**config.mk**
```make
export PLATFORM = sky130hd
export DESIGN_NAME = intx_msg_gen
export DESIGN_NICKNAME = d
export VERILOG_FILES = /design/src/rtl/intx_pkg.sv /design/src/rtl/intx_level_dp.sv /design/src/rtl/intx_ctrl.sv /design/src/rtl/intx_msg_gen.sv
export SDC_FILE = /design/constraint.sdc
export NUM_CORES = 1
export LEC_CHECK = 0
export CAP_MARGIN = 20
export CORE_AREA = 2 2 39 41
export CTS_CLUSTER_SIZE = 30
export DETAILED_ROUTE_END_ITERATION = 6
export DIE_AREA = 0 0 41 43
export PLACE_DENSITY = 0.44
export SYNTH_ARGS = -nofsm -noshare
export SYNTH_HDL_FRONTEND = slang
export SYNTH_HIERARCHICAL = 1
export SYNTH_SLANG_ARGS = --single-unit
```
**constraint.sdc**
```tcl
create_clock -name clk -period 1.9 [get_ports clk]
set_clock_uncertainty 0.05 [all_clocks]
set_input_delay 0.19 -clock clk [delete_from_list [all_inputs] [get_ports clk]]
set_output_delay 0.19 -clock clk [all_outputs]
set_load 0.1 [all_outputs]
```
**src/rtl/intx_pkg.sv**
```systemverilog
package intx_pkg;
  // Strobes from control to datapath
  typedef struct packed {
    logic issue;   // load a new request, kind = gated level
    logic retire;  // drop the accepted request
  } intx_strobe_t;
endpackage

```
**src/rtl/intx_level_dp.sv**
```systemverilog
module intx_level_dp
  import intx_pkg::*;
#(
  parameter int STS_W = 8
) (
  input  logic             clk,
  input  logic             rstN,
  input  logic [STS_W-1:0] stsVec,
  input  logic             intDisable,
  input  logic             msiOn,
  input  intx_strobe_t     strobe,
  output logic             wantAsserted,
  output logic             assertedQ,
  output logic             validQ,
  output logic             kindQ
);
  localparam int LAST = STS_W - 1;

  logic [LAST:0] orChain;
  logic          permit;

  // Ripple OR of status bits
  genvar gi;
  generate
    for (gi = 0; gi < STS_W; gi++) begin : g_or
      if (gi == 0) begin : g_first
        assign orChain[gi] = stsVec[gi];
      end else begin : g_rest
        assign orChain[gi] = orChain[gi-1] | stsVec[gi];
      end
    end
  endgenerate

  assign permit       = !intDisable && !msiOn;
  assign wantAsserted = permit && orChain[LAST];

  always_ff @(posedge clk) begin
    if (!rstN) begin
      assertedQ <= 1'b0;
      validQ    <= 1'b0;
      kindQ     <= 1'b0;
    end else if (strobe.issue) begin
      validQ    <= 1'b1;
      kindQ     <= wantAsserted;
      assertedQ <= wantAsserted;
    end else if (strobe.retire) begin
      validQ    <= 1'b0;
    end
  end

  // a request loaded while disabled is a deassert
  p_disable_no_assert_r5 : assert property (@(posedge clk) disable iff (!rstN)
    (intDisable && strobe.issue) |=> !kindQ);
  // a request loaded while MSI is on is a deassert
  p_msi_no_assert_r6 : assert property (@(posedge clk) disable iff (!rstN)
    (msiOn && strobe.issue) |=> !kindQ);
  // with the flag and a nonzero level both held, nothing changes
  p_steady_flag_r3 : assert property (@(posedge clk) disable iff (!rstN)
    (assertedQ && wantAsserted) |=> assertedQ);
endmodule

```
**src/rtl/intx_ctrl.sv**
```systemverilog
module intx_ctrl
  import intx_pkg::*;
(
  input  logic         clk,
  input  logic         rstN,
  input  logic         wantAsserted,
  input  logic         assertedQ,
  input  logic         validQ,
  input  logic         kindQ,
  input  logic         ready,
  output intx_strobe_t strobe
);
  logic slotFree;
  logic differs;

  assign slotFree = !validQ || ready;
  assign differs  = wantAsserted != assertedQ;

  always_comb begin
    strobe        = '0;
    strobe.issue  = slotFree && differs;
    strobe.retire = validQ && ready && !differs;
  end

  // a stalled request holds
  p_hold_r8 : assert property (@(posedge clk) disable iff (!rstN)
    (validQ && !ready) |=> (validQ && $stable(kindQ)));
  // consecutive requests alternate
  p_alternate_r10 : assert property (@(posedge clk) disable iff (!rstN)
    (validQ && ready) |=> (!validQ || (kindQ != $past(kindQ))));
  // nothing to report means no request
  p_quiet_r3 : assert property (@(posedge clk) disable iff (!rstN)
    (!validQ && !differs) |=> !validQ);
  // a new nonzero level while idle gives an assert
  p_rise_r2 : assert property (@(posedge clk) disable iff (!rstN)
    (!validQ && wantAsserted && !assertedQ) |=> (validQ && kindQ));
  // accept with a pending difference reloads at once
  p_backtoback_r11 : assert property (@(posedge clk) disable iff (!rstN)
    (validQ && ready && differs) |=> validQ);
endmodule

```
**src/rtl/intx_msg_gen.sv**
```systemverilog
module intx_msg_gen
  import intx_pkg::*;
#(
  parameter int STS_W = 8
) (
  input  logic             clk,
  input  logic             rstN,
  input  logic [STS_W-1:0] intStsVec,
  input  logic             cmdIntDisable,
  input  logic             msiEnable,
  input  logic             msgReady,
  output logic             msgValid,
  output logic             msgAssert
);
  intx_strobe_t strobe;
  logic wantAsserted;
  logic assertedQ;

  intx_level_dp #(.STS_W(STS_W)) u_dp (
    .clk          (clk),
    .rstN         (rstN),
    .stsVec       (intStsVec),
    .intDisable   (cmdIntDisable),
    .msiOn        (msiEnable),
    .strobe       (strobe),
    .wantAsserted (wantAsserted),
    .assertedQ    (assertedQ),
    .validQ       (msgValid),
    .kindQ        (msgAssert)
  );

  intx_ctrl u_ctrl (
    .clk          (clk),
    .rstN         (rstN),
    .wantAsserted (wantAsserted),
    .assertedQ    (assertedQ),
    .validQ       (msgValid),
    .kindQ        (msgAssert),
    .ready        (msgReady),
    .strobe       (strobe)
  );

  // idle out of reset
  p_reset_idle_r1 : assert property (@(posedge clk)
    !rstN |=> !msgValid);
endmodule

```
After elaboration in Yosys (flattened, before gate mapping)
Cells that the tools add are included.
{"block": "word_totals", "ff_bits": 2, "input_bits": 13, "out_inout_bits": 2, "elab_cells": 23}
{"block": "op_classes", "eq_ne": 1, "mux": 2, "bitwise": 7, "reduce_logical": 11}
{"operator": "$or 1x1->1", "count": 7}
{"operator": "$logic_and 1x1->1", "count": 5}
{"operator": "$logic_not 1->1", "count": 4}
{"operator": "$mux 1", "count": 2}
{"operator": "$reduce_bool 2->1", "count": 1}
{"operator": "$logic_or 1x1->1", "count": 1}
{"operator": "$ne 1x1->1", "count": 1}

Logic depth before layout (Yosys ltp)
{"block": "depth", "depth_word": 13, "mapped_depth": 7, "ltp_nobuf": 7}

Cells and area by module
Netlist, hierarchy kept.
{"mod": "intx_level_dp", "n_inst": 1, "cells_per_inst": 12, "area_each_um2": 112.6, "seq_area_each_um2": 40.0}
{"mod": "intx_ctrl", "n_inst": 1, "cells_per_inst": 4, "area_each_um2": 23.8, "seq_area_each_um2": 0.0}

Worst setup path before layout
OpenSTA, ideal clock, no wires.
{"block": "synth_timing", "path_kind": "register -> register", "start": "reg u_dp.validQ", "end": "reg u_dp.validQ", "setup_time_ns": 0.115, "arrival_time_ns": 1.410, "t_required_ns": 1.735, "path_slack_ns": 0.326, "stages_incl_launch_ff": 4, "path_buffers": 0, "synth_period_minus_slack_ns": 1.574, "path_cell_list": "dfxtp_1 > and3_1 > nor2b_1 > o21a_1"}
{"item": "from (decl)", "line_no": "intx_level_dp.sv:14", "text": "output logic validQ,"}
{"item": "from (signal assigned)", "line_no": "intx_level_dp.sv:40", "text": "validQ <= 1'b0;"}
{"item": "from (signal assigned)", "line_no": "intx_level_dp.sv:43", "text": "validQ <= 1'b1;"}
{"item": "from (signal assigned)", "line_no": "intx_level_dp.sv:47", "text": "validQ <= 1'b0;"}

==> metrics.cfg <==
[die]
die_x_um = 41
core_mm2 = 0.00138
initial_core_util = 0.0986
ios = 15
die_h_um = 43
die_area_mm2 = 0.00176
num_rows = 14

[sta]
fmax_ghz = 0.561
setup_tns_ps = 0
slew_violations = 0
tightest_slew_ps = 279
fin_crit_sh = 0.937
finalHoldViolCount = 0
hold_slack_ps = 298
final-setup-viol-count = 0
relSlewSlack = 0.815
min_period_ps = 1780

[route]
detail-route-antenna-nets = 0
drtIter0Drc = 1
drc = 0
firstDrtPassIters = 4
via_per_inst = 3.73
routed_wl_um = 508
wl_per_cell_um = 10.4
via_count = 183

[logic_synthesis]
synthTopCellsByArea = dfxtp_1 (29%), nand4bb_1 (8.3%), or4_4 (8.3%), xnor2_1 (6.4%), buf_4 (5.5%)
synth-edff-count = 0
synthFlopType = dfxtp_1
synth_area_leader_cell = dfxtp_1
synthMostInstantiatedCell = dfxtp_1
avgSynthCellArea_um2 = 8.52
yosys.cell_types.count = 15
yosysWarnings = 6
ys_seq_area_frac = 0.294
async_flop_share = 0
postSynthCellCount = 16
syn-num-nets = 29
synth_top_area_share = 0.294
synth-seq-cells = 2
syn_area_um2 = 136

[pwr]
ir_drop_mv = 0.116
powerDensity_mw_per_mm2 = 605
p_leak_nw = 0.173

[placement]
place.gp.congestion = 0.536
io_buffers = 14

[cells_and_area]
nets = 48
drive_above_1_share = 0.333
n_fill_cell = 159
final_core_util = 0.256
antenna-diode-count = 0
area_delta_synth_final_pct = 160
seq_area_um2 = 40.0
multi_input_area_um2 = 113

[clocking]
cts.path.max_buffers = 2
path_clk_slew_ps = 30
cts_hold_buf = 0
cts_tree = built
htreeDepth = 1
clock_latency_ps = 220
cts_buffers = 3
clockRootBuffer = clkbuf_4
cts.sinks = 2

[setup_path]
path_delay_family = simple AND/OR/NAND/NOR gates
rr_startpoint = u_dp/kindQ
crit_chain = clkdlybuf4s50_1 > or4_4 > nor2_4 > nor3_2 > xnor2_1 > buf_4 > a21oi_4 > nand4bb_1 > o21ai_1
worstSetupPathDepth = 9
slowest_delay_ps = 490
startpoint_type = input port
ff2ff_setup_slack_ps = 810
crit_buf_inv = 2
r2r_end = u_dp/kindQ
critical_path.slowest_cell = or4_4
cp_max_fo = 3
r2r_cells = 5
worstPathArrival_ps = 1890
crit_start = intStsVec[1]
path_class = input port to register
crit_required_ps = 2010
crit_path_end_kind = register
crit_end = u_dp/kindQ

[flow_run]
drv_cap = 0

[global_routing]
grt_pass1_vias = 200
grt_max_degree = 5
grt_pass1_wl_um = 765
grt_overflow = 0
antenna_found_initial = 0
grt_usage = 0.0752

[outcome]
outcome = finished clean

[worst_hold_path]
min_path_type = input port to register

routing by layer:
layer  vias to the layer above  GRT usage  routed length [um]
met3                         0     0.0628                  46
li1                         96          -                   -
met2                         6      0.113                 291
met4                         0     0.0800                   0
met1                        81     0.0479                 171
met5                         -          0                   0
per-stage QoR:
stage	area (um2)	instances	total power, mW	setup slack, ps
floorplan	136	16	0.0828	326
global placement	284	45	0.113	-141
detailed placement	284	45	0.114	-198
CTS	307	48	0.214	41.7
global route	354	49	0.230	-14.0
finish	354	49	0.214	119
layout make-up:
class,count,area share
repair buffers,15,0.438
multi-input cells,12,0.318
flip-flops and latches,2,0.113
clock buffers,3,0.0636
well taps,16,0.0565
inverters,1,0.0106
worst register-to-register path: cells and delay by family, from the launching register on:
kind	cells	cell delay, ps
compound gates	2	250
simple gates	1	110
buf+inv	1	150
flops	1	320
xor+xnor	1	150
power breakdown:
part,total (mW),internal [mW],switching [mW]
Sequential,0.0490,0.0454,0.00360
Combinational,0.0721,0.0357,0.0364
Clock,0.0932,0.0696,0.0235
flip-flops by register name, indices dropped and copies added (netlist names):
register / count
u_dp/kindQ: 1
u_dp/validQ: 1
worst min-delay path by stage:
| stage | from | cells past startpoint | slack, ps | to |
|---|---|---|---|---|
| floorplan | rstN | 1 | 260 | u_dp/validQ |
| global placement | u_dp/kindQ | 2 | 450 | u_dp/kindQ |
| detailed placement | u_dp/kindQ | 2 | 460 | u_dp/kindQ |
| CTS | u_dp/kindQ | 2 | 460 | u_dp/kindQ |
| global route | intStsVec[3] | 4 | 330 | u_dp/kindQ |
| finish | intStsVec[0] | 4 | 300 | u_dp/kindQ |
cells in the final DEF (no fill, tap or decap):
master,count
a21oi_4,1
and3_1,1
buf_4,3
clkbuf_4,3
clkdlybuf4s50_1,7
dfxtp_1,2
dlymetal6s2s_1,5
inv_1,1
nand3b_1,1
nand4bb_1,1
nor2_4,1
nor2b_1,1
nor3_2,1
o21a_1,1
o21ai_1,1
or4_4,2
xnor2_1,1
repair_timing:
item | in CTS | in global routing
gates resized for setup | 0 | 11
buffers inserted | 0 | 1
endpoints found under the setup margin | 0 | 2
cells by family (layout without fill, tap and decap cells):
logic type,count (synthesis),in the layout,synth area share
flops,2,2,0.294
buf+inv,2,19,0.0826
xor+xnor,1,1,0.0642
compound gates,3,3,0.128
simple gates,8,8,0.431
Note: power is estimated with default switching activity, not from simulation.
